===== src/rtl/bit_rot_pkg.sv =====
package bit_rot_pkg;
  localparam int FL_C  = 0;
  localparam int FL_N  = 1;
  localparam int FL_PV = 2;
  localparam int FL_X  = 3;
  localparam int FL_H  = 4;
  localparam int FL_Y  = 5;
  localparam int FL_Z  = 6;
  localparam int FL_S  = 7;

  typedef enum logic [1:0] {
    GRP_SHIFT = 2'b00,
    GRP_TEST  = 2'b01,
    GRP_CLR   = 2'b10,
    GRP_SET   = 2'b11
  } grp_e;

  typedef enum logic [2:0] {
    K_ROL_C = 3'd0,
    K_ROR_C = 3'd1,
    K_ROL_T = 3'd2,
    K_ROR_T = 3'd3,
    K_SHL_0 = 3'd4,
    K_SHR_A = 3'd5,
    K_SHL_1 = 3'd6,
    K_SHR_0 = 3'd7
  } kind_e;
endpackage


===== src/rtl/shift_core.sv =====
module shift_core
  import bit_rot_pkg::*;
#(
  parameter int W = 8
) (
  input  kind_e          kind_i,
  input  logic [W-1:0]   data_i,
  input  logic           carry_i,
  output logic [W-1:0]   res_o,
  output logic           carry_o
);
  localparam int MSB = W - 1;

  always_comb begin
    unique case (kind_i)
      K_ROL_C: res_o = {data_i[MSB-1:0], data_i[MSB]};
      K_ROR_C: res_o = {data_i[0], data_i[MSB:1]};
      K_ROL_T: res_o = {data_i[MSB-1:0], carry_i};
      K_ROR_T: res_o = {carry_i, data_i[MSB:1]};
      K_SHL_0: res_o = {data_i[MSB-1:0], 1'b0};
      K_SHR_A: res_o = {data_i[MSB], data_i[MSB:1]};
      K_SHL_1: res_o = {data_i[MSB-1:0], 1'b1};
      default: res_o = {1'b0, data_i[MSB:1]};
    endcase
    // odd kinds move right, so bit 0 falls out
    carry_o = kind_i[0] ? data_i[0] : data_i[MSB];
  end
endmodule


===== src/rtl/bit_core.sv =====
module bit_core #(
  parameter int W = 8,
  localparam int IDX_W = $clog2(W)
) (
  input  logic [IDX_W-1:0] idx_i,
  input  logic             set_i,
  input  logic [W-1:0]     data_i,
  output logic [W-1:0]     res_o,
  output logic             bit_o
);
  logic [W-1:0] mask;

  for (genvar i = 0; i < W; i++) begin : g_mask
    assign mask[i] = (idx_i == IDX_W'(i));
  end

  assign res_o = set_i ? (data_i | mask) : (data_i & ~mask);
  assign bit_o = |(data_i & mask);
endmodule


===== src/rtl/bit_rot_unit.sv =====
module bit_rot_unit
  import bit_rot_pkg::*;
#(
  parameter int W = 8,
  localparam int IDX_W = $clog2(W)
) (
  input  logic         clk_i,
  input  logic         rst_ni,
  input  logic [7:0]   op_i,
  input  logic         acc_mode_i,
  input  logic [W-1:0] data_i,
  input  logic [7:0]   flags_i,
  output logic [W-1:0] result_o,
  output logic         wr_en_o,
  output logic [7:0]   flags_o,
  output logic [2:0]   sel_o
);
  grp_e         grp;
  kind_e        kind;
  logic [W-1:0] sh_res, bc_res, res_d;
  logic         sh_carry, bc_bit, we_d;
  logic [7:0]   fl_d;

  assign grp  = grp_e'(op_i[7:6]);
  assign kind = acc_mode_i ? kind_e'({1'b0, op_i[4:3]}) : kind_e'(op_i[5:3]);

  shift_core #(.W(W)) u_shift (
    .kind_i  (kind),
    .data_i  (data_i),
    .carry_i (flags_i[FL_C]),
    .res_o   (sh_res),
    .carry_o (sh_carry)
  );

  bit_core #(.W(W)) u_bit (
    .idx_i  (op_i[3 +: IDX_W]),
    .set_i  (op_i[6]),
    .data_i (data_i),
    .res_o  (bc_res),
    .bit_o  (bc_bit)
  );

  always_comb begin
    res_d = data_i;
    we_d  = 1'b1;
    fl_d  = flags_i;
    if (acc_mode_i) begin
      res_d       = sh_res;
      fl_d[FL_C]  = sh_carry;
      fl_d[FL_H]  = 1'b0;
      fl_d[FL_N]  = 1'b0;
    end else begin
      unique case (grp)
        GRP_SHIFT: begin
          res_d       = sh_res;
          fl_d[FL_S]  = sh_res[W-1];
          fl_d[FL_Z]  = (sh_res == '0);
          fl_d[FL_PV] = ~^sh_res;
          fl_d[FL_H]  = 1'b0;
          fl_d[FL_N]  = 1'b0;
          fl_d[FL_C]  = sh_carry;
        end
        GRP_TEST: begin
          we_d        = 1'b0;
          fl_d[FL_Z]  = ~bc_bit;
          fl_d[FL_PV] = ~bc_bit;
          fl_d[FL_H]  = 1'b1;
          fl_d[FL_N]  = 1'b0;
        end
        default: res_d = bc_res;
      endcase
    end
  end

  always_ff @(posedge clk_i or negedge rst_ni) begin
    if (!rst_ni) begin
      result_o <= '0;
      wr_en_o  <= 1'b0;
      flags_o  <= '0;
      sel_o    <= '0;
    end else begin
      result_o <= res_d;
      wr_en_o  <= we_d;
      flags_o  <= fl_d;
      sel_o    <= op_i[2:0];
    end
  end
endmodule


===== config.mk =====
export PLATFORM = sky130hd
export DESIGN_NAME = bit_rot_unit
export DESIGN_NICKNAME = d
export VERILOG_FILES = /design/src/rtl/bit_rot_pkg.sv /design/src/rtl/shift_core.sv /design/src/rtl/bit_core.sv /design/src/rtl/bit_rot_unit.sv
export SDC_FILE = /design/constraint.sdc
export NUM_CORES = 1
export LEC_CHECK = 0
export BUFFER_PORTS_ARGS = -buffer_cell sky130_fd_sc_hd__buf_2
export CAP_MARGIN = 15
export CORE_ASPECT_RATIO = 1.75
export CORE_MARGIN = 3
export CORE_UTILIZATION = 53
export CTS_CLUSTER_SIZE = 28
export DETAILED_ROUTE_END_ITERATION = 8
export GPL_TIMING_DRIVEN = 0
export PLACE_DENSITY = 0.85
export SLEW_MARGIN = 20
export SYNTH_ARGS = -nofsm -noshare
export SYNTH_HDL_FRONTEND = slang
export SYNTH_HIERARCHICAL = 1
export SYNTH_SLANG_ARGS = --single-unit
export TNS_END_PERCENT = 50

===== constraint.sdc =====
create_clock -name clk_i -period 0.9 [get_ports clk_i]
set_clock_uncertainty 0.2 [all_clocks]
set_input_delay 0.09 -clock clk_i [delete_from_list [all_inputs] [get_ports clk_i]]
set_output_delay 0.09 -clock clk_i [all_outputs]
set_load 0.05 [all_outputs]

==> flow_summary_export.csv, run 1 <==
group,metric,value,unit
synth,ys_top_cells_by_area,"dfrtp_1, mux2_2, mux2_4",
die,initial_core_util,56.0,%
placement,gp_congestion,0.889,
synth,synthArstFlopShare,100,%
placement,io_buffers,46,
synth,synth_edf_count,0,
die,die_x,43.5,microns
synth,netlist_area,1310,sq um
timing,endpoint_type,"register data pin",
synth,synth.top_cell.area_share,38.3,%
outcome,status,"did not finish",
synth,syn_area_per_cell,10.7,sq um
clocking,cts_sinks,20,
clocking,htree_levels,1,
synth,ys_types,33,
synth,syn-instance-count,122,
die,row_count,23,
clocking,cts_inserted_buffers,3,
synth,syn-num-nets,153,
outcome,stop_stage,"global routing",
synth,synth_ff_type,"dfrtp_1",
synth,yosysSeqAreaShare,38.3,%
synth,synth_seq_cells,20,
die,die_h,71.7,microns
clocking,clk_path_buf_depth,2,
placement,dpl.hpwl,2.58,mm
timing,worst_endpoint,"flags_o[2]$_DFF_PN0_/D",
outcome,stop_error,"[ERROR DPL-0033] detailed placement checks failed during check placement.",
grt,antenna_found_initial,0,
synth,yosysWarnings,6,
synth,synth_top_area_cell,"dfrtp_1",
grt,grt_max_degree,21,
clocking,clock-root-buffer,"clkbuf_8",
die,io_pins,47,
==> kinds of logic after synthesis <==
group           after synthesis  synth area share [%]
flops                        20                  38.3
simple gates                 27                  11.9
xor+xnor                      3                  2.01
mux                          21                  21.6
fa+ha+maj                     4                  3.83
compound gates               31                  16.2
buf+inv                      16                  6.13
==> Yosys cell counts (2+ instances only) <==
cell type  instances
mux2_2            12
o21ai_0           11
clkbuf_1           3
mux2i_1            2
xnor2_1            2
mux4_1             2
mux2_4             5
buf_6              2
nand2_1            7
a21oi_1            3
nor2b_1            4
inv_1              9
a22oi_1            8
ha_1               4
dfrtp_1           20
nor3b_1            3
a2bb2oi_1          4
nor2_1             3
nand3b_1           4
==> metrics by stage <==
step / area [sq um] / cells / util [%] / setup TNS (ns) / setup WS, ns
after detailed placement: 1640 / 193 / 70.5 / -8.34 / -1.10
after CTS: 2150 / 212 / 92.4 / -7.48 / -0.666
after global placement: 1640 / 193 / 70.5 / -7.86 / -1.08
after floorplan: 1380 / 122 / - / -4.65 / -0.791
==> what timing repair did <==
item | 4_1_cts
hold endpoints to repair | 37
resized for setup | 84
hold buffers | 6
cloned | 1
pin swaps | 16
setup buffers | 8
endpoints found under the setup margin | 32
==> inputs of run 2 (changes only) <==
Settings changed: CORE_AREA set to 3 3 64 66, CORE_ASPECT_RATIO 1.75 to unset, CORE_MARGIN 3 to unset, CORE_UTILIZATION 53 to unset, CTS_CLUSTER_SIZE 28 to unset, DIE_AREA set to 0 0 67 69, PLACE_DENSITY 0.85 to unset, PLACE_DENSITY_LB_ADDON set to 0.15.
==> run 2 against run 1 <==
The flow now finishes, with violations (negative hold slack, negative setup slack); synthesized cell count unchanged; synthesized area unchanged.
==> flow_summary_export.csv, run 2 <==
group,metric,value,unit
cells_and_area,multiInputGateArea,897,sq um
worst_setup_path,path_class,"in2reg",
synth,synth_edf_count,0,
synth,syn_area_per_cell,10.7,sq um
clocking,cts_tree,"done",
worst_setup_path,crit_slowest_cell,"ha_4",
detailed_routing,routedWlPerCell,14.9,microns
synth,ys_types,33,
cells_and_area,syn2layout_area_growth,73.1,%
die,io_pins,47,
cells_and_area,nFillCells,291,
die,row_count,22,
synth,synth.top_cell.area_share,38.3,%
worst_setup_path,cp.arrival,1.52,ns
pwr,p_leak,0.00106,uW
outcome,violations,"negative hold slack, negative setup slack",
detailed_routing,drt-initial-drc-count,38,
worst_setup_path,path_delay_family,"compound AO/OA/AOI/OAI gates",
grt,grt_pass1_wl,5.89,mm
die,initial_core_util,36.0,%
worst_setup_path,crit_path_end_kind,"register",
synth,yosysSeqAreaShare,38.3,%
grt,grt_max_degree,21,
placement,io_buffers,46,
clocking,clk_pin_slew_worst_paths,0.07,ns
cells_and_area,final_cell_mix,"buf_6, buf_2, dfrtp_1",
synth,netlist_area,1310,sq um
cells_and_area,top_regs,"flags_o x8, result_o x8, sel_o x3",
synth,synth_commonest_cells,"dfrtp_1, mux2_2, o21ai_0",
synth,syn-instance-count,122,
detailed_routing,vias,1190,
cells_and_area,final_net_count,224,
die,die_x,67,microns
outcome,status,"finished, violations left",
synth,synthArstFlopShare,100,%
cells_and_area,mostFrequentLayoutCell,"buf_6",
worst_setup_path,crit_chain,"buf_8 -> clkbuf_16 -> nor2b_4 -> nand3b_1 -> o211ai_2 -> o21a_1 -> inv_2 -> ha_4 -> xnor2_2 -> xnor2_1 -> o21ai_1",
timing,fin_crit_sh,175,%
detailed_routing,drt_pass1_iterations,4,
cells_and_area,final_layout_size_suffix_gt1_share,58.9,%
grt,track_usage,16.0,%
synth,syn-num-nets,153,
timing,rsz0062_at_grt,"true",
detailed_routing,routed_wirelength,3.57,mm
placement,gp_congestion,0.859,
run,maxCapViolCount,0,
clocking,postCtsHoldBufs,6,
grt,antenna_found_initial,0,
synth,synth_ff_type,"dfrtp_1",
timing,fin_ws,-0.679,ns
grt,gr-total-overflow,0,
cells_and_area,antenna_cells,0,
worst_setup_path,start_kind,"input pin",
placement,dpl.hpwl,2.46,mm
placement,dp_slack,-1.16,ns
timing,slew_headroom,80.7,%
synth,synth_seq_cells,20,
grt,grt_pass1_vias,1238,
worst_setup_path,critPathBufInv,3,
detailed_routing,drtAntennaViolNets,0,
clocking,clock-root-buffer,"clkbuf_8",
synth,synth_top_area_cell,"dfrtp_1",
worst_setup_path,required,0.84,ns
timing,min_period,1.58,ns
pwr,vdd_drop_max,611,uV
worst_setup_path,critPathMaxStageDelay,0.27,ns
detailed_routing,avgViaCountPerCell,4.96,
timing,hold-worst-slack,-0.153,ns
synth,yosysWarnings,6,
detailed_routing,drc,0,
cells_and_area,seq_area,500,sq um
die,die_h,69,microns
timing,tightest_slew,0.289,ns
pwr,p_per_area,1390,nW/um^2
timing,maxSlewViolCount,0,
die,die-area,4620,sq um
clocking,htree_levels,1,
timing,fmaxAchievable,633,MHz
timing,setup_viol_count_final,31,
clocking,clk_path_buf_depth,2,
worst_setup_path,crit_fanout,4,
die,core,3630,sq um
worst_hold_path,hp-class,"in2reg",
clocking,cts_sinks,20,
timing,hold_violations,7,
synth,ys_top_cells_by_area,"dfrtp_1, mux2_2, mux2_4",
clocking,cts_inserted_buffers,3,
synth,synth.most_common_cell,"dfrtp_1",
run 2: report_power, final:
part / switching (uW) / internal [uW] / leakage [uW] / total, uW
Combinational: 663 / 609 / 0.000786 / 1270
Clock: 274 / 592 / 0.0000357 / 866
Sequential: 32.0 / 974 / 0.000237 / 1010
Total: 969 / 2180 / 0.00106 / 3140
run 2: final timing paths:
check | startpoint | endpoint | slack [ns] | depth (start not counted)
worst max-delay path | acc_mode_i | flags_o[2]$_DFF_PN0_ | -0.68 | 11
worst min-delay path | flags_i[1] | flags_o[1]$_DFF_PN0_ | -0.15 | 2
max in group asynchronous | rst_ni | flags_o[2]$_DFF_PN0_ | 0.22 | 2
min in group asynchronous | rst_ni | flags_o[3]$_DFF_PN0_ | 0.07 | 2
run 2: what timing repair did:
| action | CTS | global route |
|---|---|---|
| pin swaps | 19 | 16 |
| setup endpoints to repair | 33 | 51 |
| buffers inserted | 11 | 4 |
| resized for setup | 93 | 10 |
| endpoints found under the hold margin | 34 | 6 |
run 2: final cells by class:
class	count	share of cell area (%)
repair buffers	66	26.3
plain buffers	7	4.54
flip-flops and latches	20	22.1
inverters	9	1.49
clock buffers	3	1.83
clock inverters	1	1.33
well taps	48	2.66
multi-input cells	86	39.7
run 2: logic make-up (layout without fill, tap and decap cells):
| family | count (synthesis) | count (layout) | synth area share (%) |
|---|---|---|---|
| AOI/OAI and AO/OA | 31 | 31 | 16.2 |
| xor gates and xnor gates | 3 | 3 | 2.01 |
| adders and majority gates | 4 | 4 | 3.83 |
| buffers and inverters | 16 | 86 | 6.13 |
| DFF | 20 | 20 | 38.3 |
| muxes | 21 | 21 | 21.6 |
| and+or+nand+nor | 27 | 27 | 11.9 |
run 2: metrics by stage:
stage | std cells | setup TNS, ns | util [%] | power [uW] | cell area (sq um)
after floorplan | 122 | -4.65 | - | 1680 | 1380
after global placement | 216 | -8.29 | 46.0 | 1930 | 1670
after detailed placement | 216 | -8.64 | 46.0 | 1940 | 1670
after CTS | 237 | -7.73 | 60.7 | 3130 | 2210
after global routing | 240 | -8.71 | 62.2 | 3300 | 2260
final | 240 | -7.78 | 62.2 | 3140 | 2260
run 2: metal layers:
layer | vias up | routed length (microns) | global-route usage (%)
li1 | 578 | - | -
met1 | 573 | 1550 | 20.9
met2 | 35 | 1820 | 27.6
met3 | 4 | 178 | 1.47
met4 | 0 | 28 | 4.05
met5 | - | 0 | 0
(Power assumes the default switching activity.)
==> inputs of run 3 (changes only) <==
Settings changed: CORE_AREA 3 3 64 66 to 2 2 63 65, DIE_AREA 0 0 67 69 to 0 0 65 67, TNS_END_PERCENT 50 to 1.
==> run 3 against run 2 <==
The run still ends with negative hold slack, negative setup slack left; cell count decreased by 2.5%; critical path type unchanged; sequential share of layout area grew 1.9 points; routed wire length fell by 6.2%; flip-flop and latch count unchanged; largest cell class unchanged; die area down 5.8%; total power decreased by 2.8%; clock power rose by 1%; combinational power shrank 8%; highest routed layer unchanged; sequential power hardly changed.
==> flow_summary_export.csv, run 3 (synthesis results as in run 2) <==
group,metric,value,unit
outcome,status,"finished, violations left",
outcome,violations,"negative hold slack, negative setup slack",
timing,fmaxAchievable,636,MHz
grt,grt_pass1_wl,5.58,mm
die,die-area,4360,sq um
pwr,p_total,3060,uW
worst_hold_path,min-delay-start,"flags_i[1]",
timing,tightest_slew,0.417,ns
placement,dpl_cell_area,1630,sq um
cells_and_area,final_area,2080,sq um
clocking,clock-root-buffer,"clkbuf_8",
clocking,postCtsHoldBufs,6,
die,die_x,65,microns
detailed_routing,vias,1198,
worst_setup_path,critPathBufInv,6,
timing,setup_viol_count_final,33,
pwr,p_leak,0.000972,uW
cells_and_area,fin_util,57.7,%
cells_and_area,antenna_cells,0,
cells_and_area,top_regs,"flags_o x8, result_o x8, sel_o x3",
cells_and_area,final_net_count,218,
timing,slew_headroom,72.2,%
worst_setup_path,crit_slowest_cell,"o21a_1",
timing,hold_violations,11,
clocking,cts_inserted_buffers,3,
detailed_routing,avgViaCountPerCell,5.12,
worst_hold_path,hp-class,"in2reg",
grt,antenna_found_initial,0,
worst_setup_path,path_class,"in2reg",
cells_and_area,final_layout_size_suffix_gt1_share,55.4,%
die,io_pins,47,
pwr,p_per_area,1470,nW/um^2
timing,maxSlewViolCount,0,
worst_setup_path,crit_path_end_kind,"register",
clocking,clk_pin_slew_worst_paths,0.06,ns
detailed_routing,drt-initial-drc-count,49,
timing,hold-worst-slack,-0.165,ns
run,maxCapViolCount,0,
placement,dp_cells,216,
worst_setup_path,crit_chain,"buf_8 -> clkbuf_16 -> nor2b_4 -> nand3b_1 -> o211ai_2 -> o21a_1 -> inv_2 -> buf_4 -> buf_4 -> buf_4 -> a2bb2oi_1 -> o21ai_1",
detailed_routing,drtAntennaViolNets,0,
cells_and_area,mostFrequentLayoutCell,"buf_2",
timing,min_period,1.57,ns
detailed_routing,drt_pass1_iterations,4,
clocking,htree_levels,1,
placement,dpl.hpwl,2.40,mm
clocking,clk_path_buf_depth,2,
grt,track_usage,16.8,%
timing,fin_ws,-0.672,ns
grt,grt_pass1_vias,1190,
die,initial_core_util,36.2,%
worst_setup_path,cp.arrival,1.55,ns
cells_and_area,final_cells,234,
detailed_routing,drc,0,
worst_setup_path,crit_path_start,"acc_mode_i",
grt,grt_max_degree,21,
die,row_count,22,
cells_and_area,syn2layout_area_growth,59.4,%
clocking,cts_sinks,20,
timing,fin_crit_sh,175,%
detailed_routing,routedWlPerCell,14.3,microns
detailed_routing,routed_wirelength,3.35,mm
worst_setup_path,start_kind,"input pin",
worst_setup_path,crit_top_cell,"buf_4",
worst_setup_path,required,0.88,ns
worst_setup_path,path_delay_family,"buffers and inverters",
timing,rsz0062_at_grt,"true",
grt,gr-total-overflow,0,
cells_and_area,final_cell_mix,"buf_2, buf_6, dfrtp_1",
worst_setup_path,crit_fanout,4,
die,core,3610,sq um
clocking,cts_tree,"done",
pwr,vdd_drop_max,582,uV
die,die_h,67,microns
placement,io_buffers,46,
placement,dp_slack,-1.14,ns
worst_setup_path,critPathMaxStageDelay,0.18,ns
placement,gp_congestion,0.777,
[run 3: worst paths after layout]
kind	to	slack, ns	cells past startpoint
setup / recovery	result_o[7]$_DFF_PN0_	-0.67	12
hold / removal	flags_o[1]$_DFF_PN0_	-0.17	2
max in group asynchronous	result_o[7]$_DFF_PN0_	0.11	2
min in group asynchronous	sel_o[0]$_DFF_PN0_	0.09	2
[run 3: metrics by stage]
stage | hold WS, ns | TNS [ns]
after CTS | -0.158 | -8.01
after global placement | -0.156 | -9.57
after floorplan | -0.406 | -5.57
after global routing | -0.157 | -9.36
after detailed placement | -0.149 | -9.75
final | -0.165 | -8.05
[run 3: layout make-up]
cell class | instances | area (sq um)
clock inverters | 1 | 30.0
plain buffers | 7 | 87.6
multi-input cells | 86 | 838
inverters | 9 | 33.8
fillers | 320 | 1520
repair buffers | 60 | 490
well taps | 48 | 60.1
clock buffers | 3 | 41.3
flip-flops and latches | 20 | 500
[run 3: what timing repair did]
item / CTS / global route
setup endpoints to repair: 32 / 34
pin swaps: 9 / 6
hold endpoints to repair: 34 / 7
buffers inserted: 7 / 1
resized for setup: 67 / 13
[run 3: routing by layer]
metal,GRT usage [%],up-vias,part of all wire [%]
met5,0,-,0
met3,1.69,9,6.0
met1,21.2,568,44
li1,-,566,-
met2,28.2,55,47
met4,9.31,0,2.9
[run 3: report_power, final]
part / leakage (uW) / total [uW] / switching, uW / internal [uW]
Clock: 0.0000357 / 875 / 282 / 594
Combinational: 0.000700 / 1170 / 633 / 540
Sequential: 0.000237 / 1010 / 33.5 / 974
Total: 0.000972 / 3060 / 948 / 2110
